==> src/rtl/ita_pkg.sv <==
package ita_pkg;
  localparam int PRIO_W   = 3;
  localparam int EN_BASE  = 'h100;
  localparam int CTX_BASE = 'h200;
  typedef logic [PRIO_W-1:0] prio_t;
endpackage

==> src/rtl/ita_gateway.sv <==
module ita_gateway (
  input  logic clk_i,
  input  logic rst_ni,
  input  logic src_i,
  input  logic claim_i,
  input  logic complete_i,
  output logic pend_o,
  output logic busy_o
);
  logic pend_q, busy_q;

  always_ff @(posedge clk_i or negedge rst_ni) begin
    if (!rst_ni) begin
      pend_q <= 1'b0;
      busy_q <= 1'b0;
    end else if (claim_i) begin
      pend_q <= 1'b0;
      busy_q <= 1'b1;
    end else begin
      if (complete_i) busy_q <= 1'b0;
      if (src_i && !pend_q && !busy_q) pend_q <= 1'b1;
    end
  end

  assign pend_o = pend_q;
  assign busy_o = busy_q;

  AST_PEND_BUSY_EXCL: assert property (@(posedge clk_i) disable iff (!rst_ni)
    !(pend_q && busy_q));
  AST_CLAIM_ONLY_PENDING: assert property (@(posedge clk_i) disable iff (!rst_ni)
    claim_i |-> pend_q);
  AST_CLAIM_BLOCKS: assert property (@(posedge clk_i) disable iff (!rst_ni)
    claim_i |=> (busy_q && !pend_q));
endmodule

==> src/rtl/ita_select.sv <==
module ita_select
  import ita_pkg::*;
#(
  parameter int N_SRC = 16,
  localparam int SRC_W = $clog2(N_SRC)
) (
  input  logic [N_SRC-1:0] cand_i,
  input  prio_t            prio_i [N_SRC],
  output logic [SRC_W-1:0] win_id_o,
  output prio_t            win_prio_o
);
  // strict compare keeps the lowest ID on ties; priority 0 never wins
  always_comb begin
    win_id_o   = '0;
    win_prio_o = '0;
    for (int i = 1; i < N_SRC; i++) begin
      if (cand_i[i] && prio_i[i] > win_prio_o) begin
        win_id_o   = SRC_W'(i);
        win_prio_o = prio_i[i];
      end
    end
  end
endmodule

==> src/rtl/irq_target_arb.sv <==
module irq_target_arb
  import ita_pkg::*;
#(
  parameter int N_SRC  = 16,
  parameter int N_CTX  = 2,
  parameter int DATA_W = 32,
  parameter int ADDR_W = 10
) (
  input  logic              clk_i,
  input  logic              rst_ni,
  input  logic [N_SRC-1:0]  src_i,
  input  logic              reg_valid_i,
  input  logic              reg_write_i,
  input  logic [ADDR_W-1:0] reg_addr_i,
  input  logic [DATA_W-1:0] reg_wdata_i,
  output logic [DATA_W-1:0] reg_rdata_o,
  output logic [N_CTX-1:0]  irq_o
);
  localparam int SRC_W   = $clog2(N_SRC);
  localparam int ENW     = (N_SRC + DATA_W - 1) / DATA_W;
  localparam int EN_BITS = ENW * DATA_W;
  localparam int CTX_W   = (N_CTX > 1) ? $clog2(N_CTX) : 1;
  localparam int EW_W    = (ENW > 1) ? $clog2(ENW) : 1;

  prio_t              prio_q [N_SRC];
  prio_t              thr_q  [N_CTX];
  logic [EN_BITS-1:0] en_q   [N_CTX];
  logic [N_SRC-1:0]   pend, busy, claim_vec, cmpl_vec;
  logic [SRC_W-1:0]   win_id   [N_CTX];
  prio_t              win_prio [N_CTX];
  logic [N_SRC-1:0]   cand     [N_CTX];

  // address decode
  logic [ADDR_W-1:0] en_off, ctx_off;
  logic              prio_hit, en_hit, ctx_hit, is_claim;
  logic [CTX_W-1:0]  en_ctx, ctx_idx;
  logic [EW_W-1:0]   en_word;
  logic              rd, wr, claim_rd, cmpl_wr, cmpl_ok, claim_live;
  logic [SRC_W-1:0]  cmpl_id;

  always_comb begin
    en_off   = reg_addr_i - ADDR_W'(EN_BASE);
    ctx_off  = reg_addr_i - ADDR_W'(CTX_BASE);
    prio_hit = reg_addr_i < ADDR_W'(N_SRC);
    en_hit   = reg_addr_i >= ADDR_W'(EN_BASE) && en_off < ADDR_W'(N_CTX * ENW);
    ctx_hit  = reg_addr_i >= ADDR_W'(CTX_BASE) && ctx_off < ADDR_W'(2 * N_CTX);
    is_claim = ctx_off[0];
    en_ctx   = CTX_W'(en_off / ADDR_W'(ENW));
    en_word  = EW_W'(en_off % ADDR_W'(ENW));
    ctx_idx  = CTX_W'(ctx_off >> 1);
    rd       = reg_valid_i && !reg_write_i;
    wr       = reg_valid_i && reg_write_i;
    claim_rd = rd && ctx_hit && is_claim;
    cmpl_wr  = wr && ctx_hit && is_claim;
    cmpl_id  = reg_wdata_i[SRC_W-1:0];
    cmpl_ok  = cmpl_wr && (reg_wdata_i < DATA_W'(N_SRC)) && en_q[ctx_idx][cmpl_id];
    claim_live = win_prio[ctx_idx] > thr_q[ctx_idx];
    claim_vec  = (claim_rd && claim_live) ? (N_SRC'(1) << win_id[ctx_idx]) : '0;
    cmpl_vec   = cmpl_ok ? (N_SRC'(1) << cmpl_id) : '0;
  end

  // gateways, source 0 reserved
  assign pend[0] = 1'b0;
  assign busy[0] = 1'b0;
  for (genvar s = 1; s < N_SRC; s++) begin : g_gw
    ita_gateway u_gw (
      .clk_i      (clk_i),
      .rst_ni     (rst_ni),
      .src_i      (src_i[s]),
      .claim_i    (claim_vec[s]),
      .complete_i (cmpl_vec[s]),
      .pend_o     (pend[s]),
      .busy_o     (busy[s])
    );
  end

  for (genvar c = 0; c < N_CTX; c++) begin : g_ctx
    assign cand[c] = pend & en_q[c][N_SRC-1:0];
    ita_select #(.N_SRC(N_SRC)) u_sel (
      .cand_i     (cand[c]),
      .prio_i     (prio_q),
      .win_id_o   (win_id[c]),
      .win_prio_o (win_prio[c])
    );
    assign irq_o[c] = win_prio[c] > thr_q[c];

    AST_IRQ_NEEDS_CAND: assert property (@(posedge clk_i) disable iff (!rst_ni)
      irq_o[c] |-> (|cand[c]));
  end

  // register file
  always_ff @(posedge clk_i or negedge rst_ni) begin
    if (!rst_ni) begin
      for (int s = 0; s < N_SRC; s++) prio_q[s] <= '0;
      for (int c = 0; c < N_CTX; c++) begin
        thr_q[c] <= '0;
        en_q[c]  <= '0;
      end
    end else if (wr) begin
      if (prio_hit && reg_addr_i != '0)
        prio_q[SRC_W'(reg_addr_i)] <= reg_wdata_i[PRIO_W-1:0];
      if (en_hit)
        en_q[en_ctx][en_word*DATA_W +: DATA_W] <= reg_wdata_i;
      if (ctx_hit && !is_claim)
        thr_q[ctx_idx] <= reg_wdata_i[PRIO_W-1:0];
    end
  end

  always_ff @(posedge clk_i or negedge rst_ni) begin
    if (!rst_ni) begin
      reg_rdata_o <= '0;
    end else if (rd) begin
      if (prio_hit)
        reg_rdata_o <= DATA_W'(prio_q[SRC_W'(reg_addr_i)]);
      else if (en_hit)
        reg_rdata_o <= en_q[en_ctx][en_word*DATA_W +: DATA_W];
      else if (ctx_hit && !is_claim)
        reg_rdata_o <= DATA_W'(thr_q[ctx_idx]);
      else if (claim_rd && claim_live)
        reg_rdata_o <= DATA_W'(win_id[ctx_idx]);
      else
        reg_rdata_o <= '0;
    end
  end

  AST_DROP_CMPL: assert property (@(posedge clk_i) disable iff (!rst_ni)
    (cmpl_wr && !cmpl_ok) |=> (busy == $past(busy)));
  AST_CLAIM_SETS_BUSY: assert property (@(posedge clk_i) disable iff (!rst_ni)
    (claim_vec != '0) |=> ((busy & $past(claim_vec)) == $past(claim_vec)));
  AST_CLAIM_ONEHOT: assert property (@(posedge clk_i) disable iff (!rst_ni)
    $onehot0(claim_vec));
endmodule

==> config.mk <==
export PLATFORM = sky130hd
export DESIGN_NAME = irq_target_arb
export DESIGN_NICKNAME = d
export VERILOG_FILES = /design/src/rtl/ita_pkg.sv /design/src/rtl/ita_gateway.sv /design/src/rtl/ita_select.sv /design/src/rtl/irq_target_arb.sv
export SDC_FILE = /design/constraint.sdc
export NUM_CORES = 1
export LEC_CHECK = 0
export ABC_AREA = 1
export BUFFER_PORTS_ARGS = -buffer_cell sky130_fd_sc_hd__buf_2
export CORE_AREA = 2 2 157 159
export DETAILED_ROUTE_END_ITERATION = 10
export DIE_AREA = 0 0 159 161
export PLACE_DENSITY_LB_ADDON = 0.2
export SYNTH_ARGS = -nofsm -noshare
export SYNTH_HDL_FRONTEND = slang
export SYNTH_SLANG_ARGS = --single-unit
==> constraint.sdc <==
create_clock -name clk_i -period 17.95 [get_ports clk_i]
set_input_delay 1.795 -clock clk_i [delete_from_list [all_inputs] [get_ports clk_i]]
set_output_delay 1.795 -clock clk_i [all_outputs]
set_load 0.02 [all_outputs]
-- Yosys cells after proc, flatten, opt, wreduce, memory -nomap -nowiden
Cells that the tools add are included.
W data, S select, Z words.
- bitwise gates (word level): 5
- shift-type cells: 2
- mux-type cells: 155
- reductions and logical operators: 142
- order comparisons: 45
- add/subtract/negate cells: 2
- operators by type and width (cell ; number):
    $mux W32 ; 6
    $mux W3 ; 48
    $gt A3 B3 Y1 ; 31
    $mux W4 ; 21
    $mux W16 ; 5
    $logic_and A1 B1 Y1 ; 76
    $bwmux W64 ; 1
    $mux W1 ; 63
    $reduce_bool A2 Y1 ; 30
    $bwmux W48 ; 1
    $and A16 B16 Y16 ; 2
    $demux W32 S1 ; 1
    $logic_not A1 Y1 ; 32
    $lt A32 B5 Y1 const B ; 1
    $shl A1 B4 Y16 const A ; 2
    $bmux W3 S4 ; 1
    $demux W3 S4 ; 1
    $ge A10 B10 Y1 const B ; 1
    $ge A10 B9 Y1 const B ; 1
    $lt A10 B2 Y1 const B ; 1
    $lt A10 B3 Y1 const B ; 1
    $lt A10 B5 Y1 const B ; 1
    $reduce_bool A10 Y1 ; 1
    $sub A10 B10 Y10 const B ; 1
    14 further kinds ; 22
- output and inout bits: 34
- flip-flop bits (word level): 180
- bits of input ports: 62

-- Logic depth before layout (Yosys ltp)
Gate-level depths: netlist (run 1).
- depth in word-level cells: 54
- mapped depth: 126
- mapped depth without buffers: 126

-- Modules after synthesis
From an unflattened synthesis (run 1), not the netlist that was laid out.
- cells, all modules: 1767
- area, all modules: 12567.1 µm²
- modules (own cells, without submodules) (module ; cells each ; sequential area each (µm²) ; instances ; area an instance (µm²)):
    irq_target_arb ; 1000 ; 3753.6 ; 1 ; 7688.6
    ita_select (g_ctx[0].u_sel) ; 354 ; 0.0 ; 1 ; 1913.1
    ita_select (g_ctx[1].u_sel) ; 308 ; 0.0 ; 1 ; 1764.2
    ita_gateway ; 7 ; 50.0 ; 15 ; 80.1

-- Worst setup path before layout (run 1)
No wires, ideal clock.
- kind: flip-flop to output port
- start: register prio_q[43] (netlist bit)
- end: output port irq_o[0]
- stages on the path, launching flop included: 104
- required time: 16.155 ns
- setup slack: 1.598 ns
- arrival: 14.557 ns
- path through: dfrtp_1 -> inv_1 -> nor2_2 -> inv_1 -> ha_1 -> nand3_1 -> nand2_1 -> nand2_4 -> nand2_1 -> o21ai_0 -> ha_1 -> inv_1 -> o21bai_1 -> inv_1 -> nand2_2 -> nand2_4 -> o21ai_0 -> ha_1 -> [... 68 more ...] -> inv_1 -> o211ai_1 -> o21a_1 -> ha_1 -> inv_1 -> nor2_1 -> o21ai_0 -> nand2_1 -> nand3_1 -> o21ai_1 -> nand2_1 -> o211ai_1 -> and2_1 -> ha_1 -> nand2_1 -> nor2_1 -> a211oi_1 -> a31oi_1
- cells in the longest elaborated chain, start to end: 46
- RTL lines (what ; line ; RTL):
    from (decl) ; irq_target_arb.sv:25 ; prio_t prio_q [N_SRC];
    from (signal, indexed assignment) ; irq_target_arb.sv:101 ; prio_q[SRC_W'(reg_addr_i)] <= reg_wdata_i[PRIO_W-1:0];
    $gt A3 B1 Y1 ; ita_select.sv:17 ; if (cand_i[i] && prio_i[i] > win_prio_o) begin
    $logic_and A1 B1 Y1 ; ita_select.sv:17 ;
    $mux W3 (*) ; ita_select.sv:17 ;
    $gt A3 B3 Y1 ; ita_select.sv:17 ;
    $logic_and A1 B1 Y1 ; ita_select.sv:17 ;
    $mux W3 (*) ; ita_select.sv:17 ;
    $gt A3 B3 Y1 ; ita_select.sv:17 ;
    $logic_and A1 B1 Y1 ; ita_select.sv:17 ;
    [... 30 more ...] ; - ;
    $mux W3 (*) ; ita_select.sv:17 ;
    $gt A3 B3 Y1 ; ita_select.sv:17 ;
    $logic_and A1 B1 Y1 ; ita_select.sv:17 ;
    $mux W3 (*) ; ita_select.sv:17 ;
    $gt A3 B3 Y1 ; ita_select.sv:17 ;
    $logic_and A1 B1 Y1 ; ita_select.sv:17 ;
    $mux W3 (*) ; ita_select.sv:17 ;
    $gt A3 B3 Y1 (*) ; irq_target_arb.sv:85 ; assign irq_o[c] = win_prio[c] > thr_q[c];
    to (decl) ; irq_target_arb.sv:17 ; output logic [N_CTX-1:0] irq_o
Mark *: on every way between the ends. The rest lies on a longest branch, timed or not.

-- Worst setup path after layout (run 1)
- start: register en_q[33] (netlist bit)
- end: output port irq_o[0]
- cells in the longest elaborated chain, start to end: 46
- RTL lines (what ; line ; RTL):
    from (decl) ; irq_target_arb.sv:27 ; logic [EN_BITS-1:0] en_q [N_CTX];
    from (signal, indexed assignment) ; irq_target_arb.sv:103 ; en_q[en_ctx][en_word*DATA_W +: DATA_W] <= reg_wdata_i;
    $and A16 B16 Y16 (*) ; irq_target_arb.sv:78 ; assign cand[c] = pend & en_q[c][N_SRC-1:0];
    $logic_and A1 B1 Y1 (*) ; ita_select.sv:17 ;
    $mux W3 (*) ; ita_select.sv:17 ;
    $gt A3 B3 Y1 ; ita_select.sv:17 ;
    $logic_and A1 B1 Y1 ; ita_select.sv:17 ;
    $mux W3 (*) ; ita_select.sv:17 ;
    $gt A3 B3 Y1 ; ita_select.sv:17 ;
    $logic_and A1 B1 Y1 ; ita_select.sv:17 ;
    [... 30 more ...] ; - ;
    $mux W3 (*) ; ita_select.sv:17 ;
    $gt A3 B3 Y1 ; ita_select.sv:17 ;
    $logic_and A1 B1 Y1 ; ita_select.sv:17 ;
    $mux W3 (*) ; ita_select.sv:17 ;
    $gt A3 B3 Y1 ; ita_select.sv:17 ;
    $logic_and A1 B1 Y1 ; ita_select.sv:17 ;
    $mux W3 (*) ; ita_select.sv:17 ;
    $gt A3 B3 Y1 (*) ; irq_target_arb.sv:85 ;
Marked as above.

==> metrics.csv, run 1 <==
stage,metric,value,unit
finish,Post-layout nets,1785,
floorplan,die height,161,µm
detailed_routing,DRC violations left,0,
timing,worst-margin pin slew,1.12,ns
setup_path,critical path's largest stage delay,0.44,ns
finish,Finished Layout Cells,2014,
grt,vias in the first global route,10400,
timing,Worst Skew,0.0127,ns
finish,ant diodes,0,
timing,fin crit share,94.9,%
timing,"Hold Violations, Final",0,
setup_path,crit path from,en_q[33],
setup_path,worst-path fanout max,9,
outcome,outcome,finished clean,
synth,"Seq/Total Area, Yosys",38.1,%
detailed_routing,Routed WL,35700,µm
power,Reg power frac,46.9,%
finish,P&R area growth vs syn,16.7,%
setup_path,CP max stage cell,dfrtp_1,
power,internal cell power,0.000619,W
place,number of port buffers,94,
detailed_routing,vias per std cell,5.58,
grt,initial antenna violation count,1,
run,maxcap violations,0,
synth,Syn Area/Cell,7.54,µm²
clock_network,insertion delay to the later sink of the worst-skew pair,0.45,ns
grt,pin count of the biggest net entering global routing,104,
synth,Netlist Area Pre-Place,0.0118,mm²
clock_network,CTS Root Cell,clkbuf_16,
place,RePlAce Congestion,0.888,
floorplan,# rows,57,
detailed_routing,via count,11200,
detailed_routing,WL/cell,17.7,µm
clock_network,maximum clock path buffer count,2,
synth,Cell variety after synth,58,
setup_path,CP bufs+invs,12,
floorplan,num ports,96,
grt,Tot GR Track Use,27.4,%
finish,"Core Util, Final",57.6,%
setup_path,CP Launch Type,flop,
synth,Yosys Warn Count,0,
power,PD cells,63.3,mW/mm²
finish,most frequent cells in the layout,"nand2_1 (396), o21ai_0 (189), dfrtp_1 (178)",
synth,Cells after Synth,1568,
min_path,hold-critical path depth,0,
synth,asr flop ratio synth,100,%
power,Sw Share,29.2,%
power,Max VDD drop,0.0595,mV
power,leak pwr,6.84,nW
clock_network,Inserted Clock Buffers,17,
setup_path,crit-path leading delay family,simple AND/OR/NAND/NOR gates,
setup_path,"Arr. time, crit path",15.24,ns
clock_network,TritonCTS clock tree,done,
min_path,HP Start,prio_q[45],
place,dpl hpwl,26000,µm
floorplan,Initial Util,49.4,%
floorplan,Die W,159,µm
synth,syn nets,1676,
finish,share of layout cells above drive strength 1,22.2,%
finish,"leading cell type in the layout, fill and taps excluded",nand2_1,
floorplan,die area,0.0256,mm²
clock_network,hold_buf cts,0,
floorplan,core area,0.0240,mm²
timing,highest clock rate,58.7,MHz
power,switching power total,0.000255,W
clock_network,clk sinks,180,
grt,gr ovfl total,0,
timing,headroom to the max-slew limit,25.6,%
setup_path,CP Data Required Time,16.15,ns
detailed_routing,DRT Pass-1 Iters,7,
timing,final setup fails,0,
setup_path,Worst setup EP type,output pin,
timing,Tmin final,17.04,ns
setup_path,cells on worst reg2reg path,119,
synth,"FF+latch count, synth",180,
synth,Post-synth EDFFs,0,
power,part of the power in combinational logic,8.0,%
timing,setup TNS,0,ns
clock_network,CTS H-tree lvls,4,
setup_path,CP most frequent cell,nand2_1,
detailed_routing,Detailed Route Iter0 Violations,1069,
place,Placed Instances,1965,
setup_path,worst r2r src,en_q[33],
min_path,Min-Delay Path Class,flop to flop,
clock_network,"Reg clk slew, reported paths",0.08,ns
power,Clock Power Share,45.1,%
synth,Main synth FF type,dfrtp_1,
setup_path,Crit. path cell count,113,
detailed_routing,Routed Antenna Nets,0,
timing,max-slew violation count,0,
setup_path,critical path class,flop to output pin,
grt,first-pass GRT wire length,55600,µm
## path summary, 6_finish.rpt
| kind | endpoint | slack, ns |
|---|---|---|
| setup reg to reg | g_gw[9].u_gw.pend_o | 2.50 |
| hold reg to reg | prio_q[45] | 0.38 |
| min in group asynchronous | en_q[25] | 1.41 |
| hold / removal | prio_q[45] | 0.38 |
| setup / recovery | irq_o[0] | 0.91 |
| max in group asynchronous | g_gw[1].u_gw.pend_o | 15.00 |
## worst register-to-register path: cells and delay by family (launching register included)
| family | cells | cell delay, ns |
|---|---|---|
| compound gates | 28 | 3.47 |
| fa+ha+maj | 15 | 4.04 |
| buf+inv | 15 | 1.12 |
| flops | 1 | 0.44 |
| simple gates | 61 | 6.29 |
## timing repair
item,CTS,global route
resized for setup,19,94
cloned,0,0
buffers inserted,0,17
pin swaps,0,23
endpoints found under the setup margin,2,34
## power by group through the flow
stage                     Clock, W  Sequential (W)  Combinational, W
after floorplan                  0        0.000417         0.0000360
after global placement           0        0.000418         0.0000671
after detailed placement         0        0.000418         0.0000680
after CTS                 0.000397        0.000410         0.0000681
after global routing      0.000414        0.000410         0.0000765
final                     0.000394        0.000410         0.0000699
## cells in the mapped netlist, drive strengths merged (12+ instances only)
cell type,instances,area [µm²]
nand2,480,2060
o21ai,247,1250
inv,191,719
dfrtp,180,4500
nand3,136,866
nor2,52,260
a21oi,49,283
ha,46,576
clkbuf,37,139
mux2i,25,250
nor3,14,80.1
nand4,12,75.1
## sequential cells by signal, summed over array words and instances, names as in the netlist
name              cells
reg_rdata_o          32
en_q                 64
thr_q                 6
g_gw.u_gw.pend_o     15
prio_q               48
g_gw.u_gw.busy_o     15
## per-stage QoR
stage               area, µm²  hold WS [ns]  total power [W]  setup slack (ns)
detailed placement      12700         0.368         0.000486            -0.265
floorplan               11800         0.429         0.000453              1.60
global placement        12700         0.367         0.000485          -0.00828
finish                  13800         0.382         0.000874             0.912
CTS                     13300         0.385         0.000875            0.0321
global route            13800         0.392         0.000901            -0.153
## routing by layer
layer | GRT usage (%) | up-vias | share of wire, %
met5 | 0 | - | 0
met4 | 8.60 | 0 | 2.4
met3 | 4.31 | 55 | 6.7
met2 | 42.9 | 403 | 45
met1 | 39.3 | 5307 | 46
li1 | - | 5474 | -
## kinds of logic (layout without fill, tap and decap cells)
kind of cell    count (synthesis)  in the layout  share of synthesized area, %
mux                            26             26                          2.21
flops                         180            180                          38.1
fa+ha+maj                      46             46                          4.87
simple gates                  709            709                          29.1
buf+inv                       236            358                          7.52
compound gates                371            371                          18.2
## cell type report
type	instances	area, µm²
Clock buffer	17	425
Clock inverter	15	200
Fill cell	2295	10200
Inverter	195	736
Multi-Input combinational cell	1152	6770
Sequential cell	180	4510
Tap cell	324	405
Timing Repair Buffer	131	762
(Power assumes the default switching activity.)
==> run 2: changes to the inputs <==
BUFFER_PORTS_ARGS = default   (was -buffer_cell sky130_fd_sc_hd__buf_2)
CAP_MARGIN = 5   (was default)
DONT_BUFFER_PORTS = 1   (was default)
==> metrics.csv, run 2 (synthesized netlist as in run 1, its figures left out) <==
stage,metric,value,unit,change
grt,gr ovfl total,0,,unchanged
timing,highest clock rate,59.0,MHz,was 58.7 MHz
setup_path,CP max stage cell,dfrtp_2,,was dfrtp_1
detailed_routing,vias per std cell,5.69,,was 5.58
timing,Final Worst Setup Slack,1.01,ns,was 0.912 ns
clock_network,hold_buf cts,0,,unchanged
place,pre-CTS setup slack,-0.349,ns,was -0.265 ns
place,number of port buffers,0,,was 94
setup_path,Worst setup EP type,output pin,,unchanged
clock_network,maximum clock path buffer count,2,,unchanged
finish,multi-input logic area,0.00680,mm²,was 0.00677 mm²
min_path,HP Start,prio_q[46],,was prio_q[45]
timing,hold slack final,0.384,ns,was 0.382 ns
timing,unrepaired setup endpoints after global routing,yes,,
clock_network,"Reg clk slew, reported paths",0.08,ns,about the same
floorplan,Die W,159,µm,unchanged
setup_path,CP Launch Type,flop,,unchanged
place,RePlAce Congestion,0.927,,was 0.888
power,leak pwr,6.42,nW,was 6.84 nW
timing,Tmin final,16.94,ns,was 17.04 ns
timing,Worst Skew,0.0153,ns,was 0.0127 ns
detailed_routing,Routed Antenna Nets,0,,unchanged
min_path,Min-Delay Path Class,flop to flop,,unchanged
setup_path,CP bufs+invs,9,,was 12
place,instance area after placement,0.0122,mm²,was 0.0127 mm²
finish,share of layout cells above drive strength 1,18.1,%,was 22.2%
timing,worst-margin pin slew,1.17,ns,was 1.12 ns
clock_network,clk sinks,180,,unchanged
setup_path,CP Data Required Time,16.15,ns,about the same
timing,fin crit share,94.4,%,was 94.9%
power,switching power total,0.000249,W,was 0.000255 W
finish,Top reg by flops,en_q,,unchanged
detailed_routing,Routed WL,35100,µm,was 35700 µm
finish,"Core Util, Final",55.8,%,was 57.6%
finish,"leading cell type in the layout, fill and taps excluded",nand2_1,,unchanged
detailed_routing,DRT Pass-1 Iters,6,,was 7
power,part of the power in combinational logic,5.6,%,was 8.0%
power,Max VDD drop,0.0604,mV,was 0.0595 mV
floorplan,num ports,96,,unchanged
place,dpl hpwl,25300,µm,was 26000 µm
finish,design area,0.0134,mm²,was 0.0138 mm²
finish,Largest register FFs,64,,unchanged
clock_network,insertion delay to the later sink of the worst-skew pair,0.45,ns,about the same
detailed_routing,Detailed Route Iter0 Violations,879,,was 1069
run,maxcap violations,0,,unchanged
floorplan,die height,161,µm,unchanged
setup_path,CP most frequent cell,nand2_1,,unchanged
power,internal cell power,0.000620,W,was 0.000619 W
outcome,outcome,finished clean,,unchanged
grt,initial antenna violation count,0,,was 1
floorplan,die area,0.0256,mm²,unchanged
clock_network,CTS Root Cell,clkbuf_16,,unchanged
finish,most frequent cells in the layout,"nand2_1 (394), o21ai_0 (187), dfrtp_1 (176)",,"was nand2_1 (396), o21ai_0 (189), dfrtp_1 (178)"
setup_path,critical path's largest stage delay,0.46,ns,was 0.44 ns
detailed_routing,via count,10900,,was 11200
clock_network,Inserted Clock Buffers,17,,unchanged
timing,setup TNS,0,ns,unchanged
timing,headroom to the max-slew limit,21.7,%,was 25.6%
clock_network,TritonCTS clock tree,done,,unchanged
finish,P&R area growth vs syn,13.1,%,was 16.7%
setup_path,worst r2r src,prio_q[44],,was en_q[33]
setup_path,crit path from,prio_q[44],,was en_q[33]
grt,pin count of the biggest net entering global routing,181,,was 104
finish,Fill cells,2292,,was 2295
setup_path,worst-path fanout max,8,,was 9
power,PD cells,65.0,mW/mm²,was 63.3 mW/mm²
grt,first-pass GRT wire length,55800,µm,was 55600 µm
setup_path,crit-path leading delay family,simple AND/OR/NAND/NOR gates,,unchanged
detailed_routing,DRC violations left,0,,unchanged
finish,Regs by FF count,"en_q (64), prio_q (48), reg_rdata_o (32)",,unchanged
timing,max-slew violation count,0,,unchanged
floorplan,Initial Util,49.4,%,unchanged
power,Sw Share,28.7,%,was 29.2%
power,Clock Power Share,47.2,%,was 45.1%
detailed_routing,WL/cell,18.3,µm,was 17.7 µm
timing,final setup fails,0,,unchanged
floorplan,core area,0.0240,mm²,unchanged
finish,ant diodes,0,,unchanged
timing,"Hold Violations, Final",0,,unchanged
floorplan,# rows,57,,unchanged
setup_path,critical path class,flop to output pin,,unchanged
finish,Post-layout nets,1690,,was 1785
power,Reg power frac,47.2,%,was 46.9%
finish,Seq. cell area,0.00451,mm²,about the same
clock_network,CTS H-tree lvls,4,,unchanged
grt,vias in the first global route,10300,,was 10400
grt,Tot GR Track Use,27.6,%,was 27.4%
setup_path,"Arr. time, crit path",15.15,ns,was 15.24 ns
## run 2: cell count changes in the layout (fill, tap and decap cells not counted), sizes merged
| cell | before | now |
|---|---|---|
| clkinv | 11 | 10 |
| buf | 130 | 36 |
| inv | 198 | 200 |
| clkinvlp | 1 | 0 |
| clkbuf | 18 | 17 |
## run 2: repair_timing
action | CTS | global route
buffers inserted | 0 | 19
endpoints found under the setup margin | 2 | 32
endpoints found under the hold margin | 0 | 0
gates cloned | 0 | 0
resized for setup | 20 | 101
pin swaps | 0 | 25
## run 2: final cells by class
class                      instances  area share, %
clock inverter                    15           1.69
sequential                       180           33.7
timing repair buffer              36           2.02
tap                              324           3.03
multi-input combinational       1152           50.9
inverter                         195           5.50
clock buffer                      17           3.18
## run 2: power groups by stage
stage | Combinational, W | Sequential, W | Clock (W)
2_1_floorplan | 0.0000360 | 0.000417 | 0
3_3_place_gp | 0.0000458 | 0.000418 | 0
3_5_place_dp | 0.0000463 | 0.000418 | 0
4_1_cts | 0.0000466 | 0.000410 | 0.000413
5_1_grt | 0.0000532 | 0.000410 | 0.000427
6_report | 0.0000487 | 0.000410 | 0.000410
## run 2: worst paths after layout
kind	endpoint	slack, ns	depth (start not counted)
worst max-delay path	irq_o[1]	1.01	107
worst min register to register	prio_q[46]	0.38	0
worst min-delay path	prio_q[46]	0.38	0
min in group asynchronous	en_q[57]	1.03	0
worst max register to register	g_gw[9].u_gw.pend_o	2.43	113
max in group asynchronous	prio_q[9]	16.73	0
## run 2: layer usage
metal / GRT usage [%] / share of wire, % / vias up
li1: - / - / 5284
met1: 38.4 / 44 / 5133
met2: 44.6 / 46 / 444
met3: 5.37 / 8.1 / 57
met4: 6.61 / 2.2 / 0
met5: 0 / 0 / -
## run 2: metrics by stage
step,total power [W],cells
CTS,0.000869,1900
detailed placement,0.000464,1868
global route,0.000891,1919
global placement,0.000464,1868
floorplan,0.000453,1568
finish,0.000869,1919
